`src/rtl/pbw_pkg.sv`:
```
package pbw_pkg;
  localparam int CREDIT_SLOTS = 4;
  localparam int PRELOAD_CAP  = 3;
  localparam int DLY_W        = 4;

  typedef enum logic [1:0] {PH_IDLE, PH_SETUP, PH_STROBE, PH_HOLD} phase_e;

  typedef struct packed {
    logic [DLY_W-1:0] lead;
    logic [DLY_W-1:0] width;
    logic [DLY_W-1:0] trail;
    logic [1:0]       div_m1;
    logic [1:0]       preload;
  } pace_t;

  // Timing delays and credit settings from the negotiated period/offset.
  function automatic pace_t derive_pace(input int period, input int offset);
    pace_t p;
    int tot, d0, d1, d2, pre, dv;
    tot = (period * 4) / 8;
    if (period <= 25) begin d0 = 3; d1 = 5; end
    else              begin d0 = 6; d1 = 12; end
    d2 = tot - d0 - d1 - 3;
    if (d2 < 0) d2 = 0;
    if (d2 > (1 << DLY_W) - 1) d2 = (1 << DLY_W) - 1;
    if (offset <= 4)       begin dv = 1; pre = 5 - offset;     end
    else if (offset <= 8)  begin dv = 2; pre = 5 - offset / 2; end
    else if (offset <= 16) begin dv = 4; pre = 5 - offset / 4; end
    else                   begin dv = 4; pre = 0;              end
    if (pre > PRELOAD_CAP) pre = PRELOAD_CAP;
    p.lead    = DLY_W'(d0);
    p.width   = DLY_W'(d1);
    p.trail   = DLY_W'(d2);
    p.div_m1  = 2'(dv - 1);
    p.preload = 2'(pre);
    return p;
  endfunction
endpackage

```
`src/rtl/pbw_cfg_decode.sv`:
```
module pbw_cfg_decode
  import pbw_pkg::*;
#(
  parameter int PW = 8,
  parameter int OW = 8
) (
  input  logic          clk,
  input  logic          rst_n,
  input  logic          load,
  input  logic [PW-1:0] period,
  input  logic [OW-1:0] offset,
  output pace_t         pace_d,
  output pace_t         pace_q
);
  always_comb pace_d = derive_pace(int'(period), int'(offset));

  always_ff @(posedge clk or negedge rst_n) begin
    if (!rst_n)    pace_q <= '0;
    else if (load) pace_q <= pace_d;
  end
endmodule

```
`src/rtl/pbw_ack_sync.sv`:
```
module pbw_ack_sync #(
  parameter int STAGES = 2
) (
  input  logic clk,
  input  logic rst_n,
  input  logic ack_in,
  output logic ack_lvl,
  output logic ack_rise
);
  logic [STAGES:0] sh_q;

  always_ff @(posedge clk or negedge rst_n) begin
    if (!rst_n) sh_q <= '0;
    else        sh_q <= {sh_q[STAGES-1:0], ack_in};
  end

  assign ack_lvl  = sh_q[STAGES-1];
  assign ack_rise = sh_q[STAGES-1] & ~sh_q[STAGES];


  ack_rise_single_chk: assert property (@(posedge clk) disable iff (!rst_n)
    ack_rise |=> !ack_rise);
endmodule

```
`src/rtl/pbw_credit_pool.sv`:
```
module pbw_credit_pool #(
  parameter  int SLOTS = 4,
  localparam int LW    = $clog2(SLOTS + 1)
) (
  input  logic          clk,
  input  logic          rst_n,
  input  logic          clear,
  input  logic [1:0]    preload,
  input  logic [1:0]    div_m1,
  input  logic          launch,
  input  logic          ack_rise,
  output logic [LW-1:0] level,
  output logic          full
);
  logic [LW-1:0] lvl_q, lvl_d;
  logic [1:0]    psub_q, psub_d, dsub_q, dsub_d;
  logic          push, drain;

  always_comb begin
    push  = launch && (psub_q == div_m1);
    drain = ack_rise && (dsub_q == div_m1) && (lvl_q != '0);
    if (clear) begin
      lvl_d  = LW'(preload);
      psub_d = '0;
      dsub_d = '0;
    end else begin
      lvl_d  = lvl_q + LW'(push) - LW'(drain);
      psub_d = launch   ? ((psub_q == div_m1) ? 2'd0 : psub_q + 2'd1) : psub_q;
      dsub_d = ack_rise ? ((dsub_q == div_m1) ? 2'd0 : dsub_q + 2'd1) : dsub_q;
    end
  end

  always_ff @(posedge clk or negedge rst_n) begin
    if (!rst_n) begin
      lvl_q  <= '0;
      psub_q <= '0;
      dsub_q <= '0;
    end else begin
      lvl_q  <= lvl_d;
      psub_q <= psub_d;
      dsub_q <= dsub_d;
    end
  end

  assign level = lvl_q;
  assign full  = (lvl_q == LW'(SLOTS));


  no_overflow_chk: assert property (@(posedge clk) disable iff (!rst_n)
    launch |-> !full);

  push_drain_chk: assert property (@(posedge clk) disable iff (!rst_n)
    (!clear && push && drain) |=> $stable(lvl_q));
endmodule

```
`src/rtl/pbw_strobe_seq.sv`:
```
module pbw_strobe_seq
  import pbw_pkg::*;
#(
  parameter int DW = 9
) (
  input  logic          clk,
  input  logic          rst_n,
  input  logic          enable,
  input  logic          can_go,
  input  logic [DW-1:0] word,
  input  pace_t         pace,
  output logic          take,
  output logic [DW-1:0] bus_db,
  output logic          req_n,
  output logic          idle
);
  phase_e           st_q, st_d;
  logic [DLY_W-1:0] cnt_q, cnt_d;
  logic [DW-1:0]    dat_q;
  logic             expired;

  always_comb begin
    expired = (cnt_q == '0);
    take    = can_go && ((st_q == PH_IDLE) || ((st_q == PH_HOLD) && expired));
    st_d    = st_q;
    cnt_d   = cnt_q;
    if (take) begin
      st_d  = PH_SETUP;
      cnt_d = pace.lead;
    end else begin
      case (st_q)
        PH_SETUP:  if (expired) begin st_d = PH_STROBE; cnt_d = pace.width; end
                   else cnt_d = cnt_q - 1'b1;
        PH_STROBE: if (expired) begin st_d = PH_HOLD; cnt_d = pace.trail; end
                   else cnt_d = cnt_q - 1'b1;
        PH_HOLD:   if (expired) st_d = PH_IDLE;
                   else cnt_d = cnt_q - 1'b1;
        default:   ;
      endcase
    end
    if (!enable) begin
      st_d  = PH_IDLE;
      cnt_d = '0;
    end
  end

  always_ff @(posedge clk or negedge rst_n) begin
    if (!rst_n) begin
      st_q  <= PH_IDLE;
      cnt_q <= '0;
    end else begin
      st_q  <= st_d;
      cnt_q <= cnt_d;
    end
  end

  always_ff @(posedge clk or negedge rst_n) begin
    if (!rst_n)    dat_q <= '0;
    else if (take) dat_q <= word;
  end

  assign idle   = (st_q == PH_IDLE);
  assign req_n  = (st_q != PH_STROBE);
  assign bus_db = idle ? '1 : dat_q;


  data_hold_chk: assert property (@(posedge clk) disable iff (!rst_n)
    (!req_n && $past(!req_n)) |-> $stable(bus_db));
endmodule

```
`src/rtl/paced_bus_writer.sv`:
```
module paced_bus_writer
  import pbw_pkg::*;
#(
  parameter  int DW             = 9,
  parameter  int PW             = 8,
  parameter  int OW             = 8,
  parameter  int TIMEOUT_CYCLES = 100000,
  localparam int TW             = $clog2(TIMEOUT_CYCLES + 1),
  localparam int LW             = $clog2(CREDIT_SLOTS + 1)
) (
  input  logic          clk,
  input  logic          rst_n,
  input  logic          start,
  input  logic [PW-1:0] cfg_period,
  input  logic [OW-1:0] cfg_offset,
  input  logic          in_valid,
  input  logic [DW-1:0] in_word,
  output logic          in_ready,
  input  logic          ack_in,
  output logic [DW-1:0] bus_db,
  output logic          bus_req_n,
  output logic          done,
  output logic          timeout_flag
);
  pace_t         pace_d, pace_q;
  logic          ack_lvl, ack_rise, take, seq_idle, full, can_go, finish;
  logic [LW-1:0] level;
  logic          run_q, run_d, done_q, done_d, to_q, to_d;
  logic [TW-1:0] tmr_q, tmr_d;

  pbw_cfg_decode #(.PW(PW), .OW(OW)) u_cfg (
    .clk(clk), .rst_n(rst_n), .load(start), .period(cfg_period), .offset(cfg_offset),
    .pace_d(pace_d), .pace_q(pace_q));

  pbw_ack_sync #(.STAGES(2)) u_ack (
    .clk(clk), .rst_n(rst_n), .ack_in(ack_in), .ack_lvl(ack_lvl), .ack_rise(ack_rise));

  pbw_credit_pool #(.SLOTS(CREDIT_SLOTS)) u_credit (
    .clk(clk), .rst_n(rst_n), .clear(start), .preload(pace_d.preload),
    .div_m1(pace_q.div_m1), .launch(take), .ack_rise(ack_rise), .level(level), .full(full));

  pbw_strobe_seq #(.DW(DW)) u_seq (
    .clk(clk), .rst_n(rst_n), .enable(run_d), .can_go(can_go), .word(in_word),
    .pace(pace_q), .take(take), .bus_db(bus_db), .req_n(bus_req_n), .idle(seq_idle));

  always_comb begin
    finish = run_q && !start && !in_valid && seq_idle &&
             (level <= LW'(pace_q.preload)) && !ack_lvl;
    run_d  = run_q;
    done_d = done_q;
    to_d   = to_q;
    tmr_d  = tmr_q;
    if (start) begin
      run_d  = 1'b1;
      done_d = 1'b0;
      to_d   = 1'b0;
      tmr_d  = '0;
    end else if (run_q) begin
      if (finish) begin
        run_d  = 1'b0;
        done_d = 1'b1;
      end else if (tmr_q == TW'(TIMEOUT_CYCLES - 1)) begin
        run_d = 1'b0;
        to_d  = 1'b1;
      end else begin
        tmr_d = tmr_q + 1'b1;
      end
    end
    can_go = run_q && run_d && in_valid && !full;
  end

  always_ff @(posedge clk or negedge rst_n) begin
    if (!rst_n) begin
      run_q  <= 1'b0;
      done_q <= 1'b0;
      to_q   <= 1'b0;
      tmr_q  <= '0;
    end else begin
      run_q  <= run_d;
      done_q <= done_d;
      to_q   <= to_d;
      tmr_q  <= tmr_d;
    end
  end

  assign in_ready     = take;
  assign done         = done_q;
  assign timeout_flag = to_q;


  done_release_chk: assert property (@(posedge clk) disable iff (!rst_n)
    done |-> (bus_req_n && (bus_db == '1)));

  done_hold_chk: assert property (@(posedge clk) disable iff (!rst_n)
    (done && !start) |=> done);

  timeout_release_chk: assert property (@(posedge clk) disable iff (!rst_n)
    timeout_flag |-> (bus_req_n && !done));
endmodule

```
`config.mk`:
```
export PLATFORM = sky130hd
export DESIGN_NAME = paced_bus_writer
export DESIGN_NICKNAME = d
export VERILOG_FILES = /design/src/rtl/pbw_pkg.sv /design/src/rtl/pbw_cfg_decode.sv /design/src/rtl/pbw_ack_sync.sv /design/src/rtl/pbw_credit_pool.sv /design/src/rtl/pbw_strobe_seq.sv /design/src/rtl/paced_bus_writer.sv
export SDC_FILE = /design/constraint.sdc
export NUM_CORES = 1
export LEC_CHECK = 0
export BUFFER_PORTS_ARGS = -buffer_cell sky130_fd_sc_hd__buf_4
export CORE_MARGIN = 2
export CORE_UTILIZATION = 40
export CTS_CLUSTER_SIZE = 25
export DETAILED_ROUTE_END_ITERATION = 10
export SETUP_SLACK_MARGIN = 0.02
export SLEW_MARGIN = 20
export SYNTH_ARGS = -nofsm -noshare
export SYNTH_HDL_FRONTEND = slang
export SYNTH_SLANG_ARGS = --single-unit
```
`constraint.sdc`:
```
create_clock -name clk -period 3.8 [get_ports clk]
set_input_delay 0 -clock clk [delete_from_list [all_inputs] [get_ports clk]]
set_output_delay 0 -clock clk [all_outputs]
set_load 0.1 [all_outputs]
```
Word level (Yosys, flattened, before mapping)
Index checks and enable logic that the tools add are counted.
{"block": "classes", "add_sub_neg": 13, "n_lt_le_gt_ge": 8, "eq_ne": 15, "n_mux": 45, "bitwise": 2, "n_reduce_logical": 31}
{"op": "$mux 32", "count": 4}
{"op": "$mux 17", "count": 4}
{"op": "$gt 32x3->1 const B", "count": 1}
{"op": "$gt 32x5->1 const B", "count": 1}
{"op": "$lt 32x1->1 const B", "count": 1}
{"op": "$sub 32x3->32 const B", "count": 1}
{"op": "$sub 32x5->32", "count": 1}
{"op": "$mux 2", "count": 14}
{"op": "$mux 4", "count": 7}
{"op": "$add 17x1->17 const B", "count": 1}
{"op": "$eq 17x17->1 const B", "count": 1}
{"op": "$le 8x5->1 const B", "count": 2}
{"op": "$logic_and 1x1->1", "count": 13}
{"op": "$ne 4x3->1 const B", "count": 3}
{"op": "$pmux 4 s3", "count": 1}
{"op": "$mux 1", "count": 11}
{"op": "$reduce_bool 2->1", "count": 5}
{"op": "$mux 9", "count": 1}
{"op": "$sub 3x8->9 const A", "count": 1}
{"op": "$le 8x3->1 const B", "count": 1}
{"op": "$le 8x4->1 const B", "count": 1}
{"op": "$sub 3x7->8 const A", "count": 1}
{"op": "$sub 7x3->8", "count": 1}
{"op": "$sub 3x6->7 const A", "count": 1}
{"op": "25 further kinds", "count": 36}
{"block": "totals", "reg_bits": 61, "in_bits": 30, "output_inout_bits": 13, "word_cells": 130}

Longest topological paths before layout
{"block": "depth", "depth_word": 17, "depth_mapped": 20, "depth_no_buf": 19}

Modules after synthesis
Synthesis repeated with hierarchy kept, for this count alone.
{"block": "hier_totals", "hier_cells": 420, "hier_area_um2": 4011.3}
{"module": "pbw_cfg_decode", "n_inst": 1, "cells_per_inst": 148, "area_per_inst_um2": 1297.5, "seq_area_each_um2": 275.3}
{"module": "paced_bus_writer", "n_inst": 1, "cells_per_inst": 133, "area_per_inst_um2": 1223.7, "seq_area_each_um2": 500.5}
{"module": "pbw_strobe_seq", "n_inst": 1, "cells_per_inst": 90, "area_per_inst_um2": 943.4, "seq_area_each_um2": 375.4}
{"module": "pbw_credit_pool", "n_inst": 1, "cells_per_inst": 45, "area_per_inst_um2": 457.9, "seq_area_each_um2": 175.2}
{"module": "pbw_ack_sync", "n_inst": 1, "cells_per_inst": 4, "area_per_inst_um2": 88.8, "seq_area_each_um2": 75.1}

Least setup slack after synthesis
No wires, ideal clock.
{"block": "synth_path", "kind": "input to register", "from": "in cfg_period[7]", "to": "reg, netlist name u_cfg.pace_q[5]", "setup_ns": 0.130, "arrival_ns": 3.437, "required_time_ns": 3.670, "setup_slack_ns": 0.233, "path_stages": 20, "n_path_buf": 1, "path_cell_list": "nor3_1 > and2_1 > clkbuf_1 > ha_1 > and3b_1 > nor2_1 > xnor2_1 > ha_1 > ha_1 > a21boi_0 > nor2b_1 > nor2_1 > nand3_1 > ha_1 > nor4_1 > nand4_1 > nor4_1 > nand3_1 > a21oi_1 > a21oi_1"}
{"element": "from (decl)", "line": "paced_bus_writer.sv:14", "rtl": "input logic [PW-1:0] cfg_period,"}

Worst setup path after layout
{"block": "layout_path", "from": "in cfg_period[7]", "to": "reg, netlist name u_cfg.pace_q[6]"}
{"block": "layout_between", "elab_chain_len": 9, "elab_cells_between_ends": 10, "classes_between": "3 x add/sub; 3 x order compare; 4 x mux"}
{"element": "$le 8x5->1", "line": "pbw_pkg.sv:21", "rtl": "if (period <= 25) begin d0 = 3; d1 = 5; end"}
{"element": "$mux 3", "line": "pbw_pkg.sv:21"}
{"element": "$sub 7x3->8", "line": "pbw_pkg.sv:23", "rtl": "d2 = tot - d0 - d1 - 3;"}
{"element": "$sub 32x5->32 (*)", "line": "pbw_pkg.sv:23"}
{"element": "$sub 32x3->32 (*)", "line": "pbw_pkg.sv:23"}
{"element": "$lt 32x1->1", "line": "pbw_pkg.sv:24", "rtl": "if (d2 < 0) d2 = 0;"}
{"element": "$mux 32 (*)", "line": "pbw_pkg.sv:24"}
{"element": "$gt 32x5->1", "line": "pbw_pkg.sv:25", "rtl": "if (d2 > (1 << DLY_W) - 1) d2 = (1 << DLY_W) - 1;"}
{"element": "$mux 4 (*)", "line": "pbw_pkg.sv:25"}
Mark *: on every way between the ends. The rest lies on a longest branch, timed or not.
A chain may end at the register's enable or synchronous reset.

==> impl_metrics.yaml <==
run_status:
  status: "complete, no violations"
cts:
  clock_latency_ns: 0.31
  cts_root_buf: "clkbuf_8"
  cts_tree: "done"
  clk_pin_slew_ns: 0.09
  clockBufferDepth: 2
  postCtsSetupBuffers: 0
  htreeDepth: 2
  cts_made_buffers: 5
  numClockSinks: 56
setup_path:
  cpPeakStageDelay_ns: 0.30
  path_cells: "buf_4 -> nor3_1 -> and2_1 -> buf_4 -> ha_1 -> and3b_1 -> nor2_1 -> xnor2_1 -> ha_1 -> ha_1 -> a21boi_0 -> nor2b_1 -> nor2_2 -> nand3_1 -> ha_1 -> nor4_1 -> nand4_1 -> nor4_1 -> nand3_1 -> a21oi_1 -> buf_4 -> a21oi_1"
  start_kind: "input pin"
  crit_required_ns: 4.00
  critPathBufInv: 3
  crit_path_start: "cfg_period[7]"
  cp_max_fo: 5
  critical_path_class: "input pin to flip-flop"
  cpMostUsedCell: "ha_1"
  rr_startpoint: "u_credit.level[1]"
  crit_family: "simple AND/OR/NAND/NOR gates"
  cp-end-kind: "flip-flop"
  arrival_ns: 3.56
  slowest_stage: "ha_1"
global_route:
  antenna_found_initial: 0
  overflow: 0
  grt_pass1_wl_um: 14400
  first_global_vias: 3131
  grt_usage: 0.156
  grt_max_degree: 57
drt:
  antenna_left: 0
  routedWlPerCell_um: 13.2
  drtPass1Iterations: 4
  drt_wl_total_um: 8350
  drcViolationCount: 0
  vias_per_cell: 5.21
  vias: 3299
  first_iter_violations: 132
placement:
  dpl.cell_count: 614
  port_buffers: 41
  place.gp.congestion: 0.831
  dp_slack_ns: 0.0173
  placed_area_um2: 4520
  dp_hpwl_um: 5950
logic_synthesis:
  synth_flop_cell: "dfrtp_1"
  ys_types: 57
  syn_nets: 517
  yosys_warnings: 0
  synthesis.area_um2: 4050
  synth_edf_count: 0
  synth_compound_gate_area_share: 0.133
  synthMuxAreaShare: 0.0578
  synth.avg_cell_area_um2: 9.04
  postSynthCellCount: 448
  ys_seq_area_frac: 0.346
  async_reset_ff_frac: 1.00
  synth_xor_area_frac: 0.0692
  ys_seq_elements: 56
  synthAdderAreaFrac: 0.122
  synth_top_family_by_area: "simple AND/OR/NAND/NOR gates"
  synthSimpleGateAreaFrac: 0.219
timing:
  setup_viol: 0
  tightest_slew_ns: 0.760
  rsz0062_at_grt: "no"
  hold_viol: 0
  max_freq_mhz: 297
  report.final.slew_viol_count: 0
  slew_headroom: 0.493
  fin_setup_tns_ns: 0
  fin_skew_ns: 0.00730
  setup_ws_ns: 0.437
  period_minus_slack_ns: 3.36
  fin_crit_sh: 0.885
die:
  placeableCoreArea_um2: 9820
  boundaryPins: 43
  die_w_um: 105
  start_util: 0.413
  die_h_um: 105
  dieArea_um2: 10900
  rows: 36
power_and_ir_drop:
  seqPwrFrac: 0.296
  peakVddDrop_uv: 716
  power_leakage_nw: 2.10
  combPwrFrac: 0.580
  pwr_density_cell_nw_per_um2: 569
  internal_power_mw: 1.39
  power_frac_clock: 0.124
  switching_power_mw: 1.30
  swShare: 0.482
cells_and_area:
  fin_area_um2: 4720
  area_delta_synth_final_pct: 16.6
  final_util: 0.481
  nets: 568
  drive_gt1_frac: 0.174
  finalNonFillerCells: 633
  diodes: 0
min_path:
  hold_path_class: "input pin to flip-flop"
  hold_start: "in_valid"
flow_run:
  cap_violations: 0
## cell usage after synthesis, types with 2 or more instances
cell / number / area (um^2)
dfrtp_1: 56 / 1400
nor2_1: 47 / 176
ha_1: 38 / 475
inv_1: 35 / 131
a21oi_1: 25 / 125
xor2_1: 19 / 166
nand2_1: 18 / 67.6
o21ai_0: 18 / 90.1
nand3_1: 16 / 80.1
clkbuf_1: 15 / 56.3
nand4_1: 14 / 87.6
xnor2_1: 13 / 114
or2_2: 11 / 68.8
or3_1: 11 / 68.8
nor3_1: 10 / 50.1
mux2_4: 8 / 120
mux2i_1: 8 / 80.1
nor2b_1: 8 / 50.1
a22oi_1: 5 / 37.5
and3_1: 5 / 31.3
and2_1: 4 / 25.0
o211ai_1: 4 / 30.0
a2111oi_0: 3 / 26.3
a21o_1: 3 / 22.5
a31oi_1: 3 / 18.8
mux2_2: 3 / 33.8
nand2b_1: 3 / 18.8
nand3b_1: 3 / 22.5
nand4b_1: 3 / 26.3
nor4_1: 3 / 18.8
o221ai_1: 3 / 26.3
a21boi_0: 2 / 15.0
a221oi_1: 2 / 17.5
a22o_1: 2 / 17.5
and3b_1: 2 / 17.5
buf_6: 2 / 22.5
o21a_1: 2 / 15.0
or4_1: 2 / 15.0
## cell families after synthesis
group,count (synthesis)
multiplexers,19
flip-flops,56
AO/OA/AOI/OAI,82
XOR/XNOR,32
adder cells (fa/ha/maj),39
AND/OR/NAND/NOR,167
buffers and inverters,53
## worst paths after layout
path                            cells after the start  slack (ns)                end
min in group asynchronous                           2        0.28          tmr_q[13]
worst min-delay path                                4        0.04               done
max in group asynchronous                           2        3.05  u_credit.level[2]
worst max register to register                     11        0.82  u_credit.level[2]
worst max-delay path                               22        0.44    u_cfg.pace_q[6]
worst min register to register                      0        0.37      u_ack.sh_q[1]
## placed cells by master, fill, tap and decap left out, drive strengths merged, types with 16 or more instances in the layout
master,count
ha,38
o21ai,18
xor2,19
inv,35
buf,51
a21oi,26
nand2,18
nand3,16
nor2,48
dfrtp,56
## stage by stage
stage / hold WS (ns) / total power, mW
floorplan: -0.296 / 2.04
global placement: 0.0992 / 2.34
detailed placement: 0.104 / 2.36
CTS: 0.0265 / 2.71
global route: 0.0402 / 2.88
finish: 0.0357 / 2.69
## area by class of cell
type	count	area, um^2
flip-flops and latches	56	1400
well taps	133	166
clock buffers	6	82.6
inverters	35	131
clock inverters	2	10.0
repair buffers	62	493
fillers	968	5100
multi-input cells	339	2440
## power by group through the flow
stage | sequential (mW) | combinational, mW | clock [mW]
after floorplan | 0.796 | 1.24 | 0
after global placement | 0.803 | 1.54 | 0
after detailed placement | 0.807 | 1.55 | 0
after CTS | 0.795 | 1.57 | 0.350
after global routing | 0.813 | 1.70 | 0.376
final | 0.795 | 1.56 | 0.334
## state kept, by name, indices dropped and copies added (netlist names)
name             count
tmr_q               17
u_cfg.pace_q        11
u_seq.dat_q          9
u_seq.cnt_q          4
u_ack.sh_q           3
u_credit.level       3
u_credit.dsub_q      2
u_credit.psub_q      2
u_seq.st_q           2
done                 1
run_q                1
timeout_flag         1
## per-layer routing
| layer | wire [um] | vias up | part of all wire | GRT usage |
|---|---|---|---|---|
| met2 | 3910 | 53 | 0.47 | 0.259 |
| li1 | - | 1679 | - | - |
| met1 | 4130 | 1562 | 0.49 | 0.215 |
| met3 | 222 | 5 | 0.027 | 0.0175 |
| met5 | 0 | - | 0 | 0 |
| met4 | 83 | 0 | 0.0099 | 0.0457 |
## worst min-delay path, delay by kind of cell
| family | cells | cell delay (ns) |
|---|---|---|
| buf+inv | 1 | 0.09 |
| simple gates | 2 | 0.14 |
| compound gates | 1 | 0.08 |
## what timing repair did
item	4_1_cts	5_1_grt
setup endpoints to repair	0	4
resized for setup	0	1
hold endpoints to repair	66	0
hold buffers	11	0
Power figures use the tool's default switching activity.
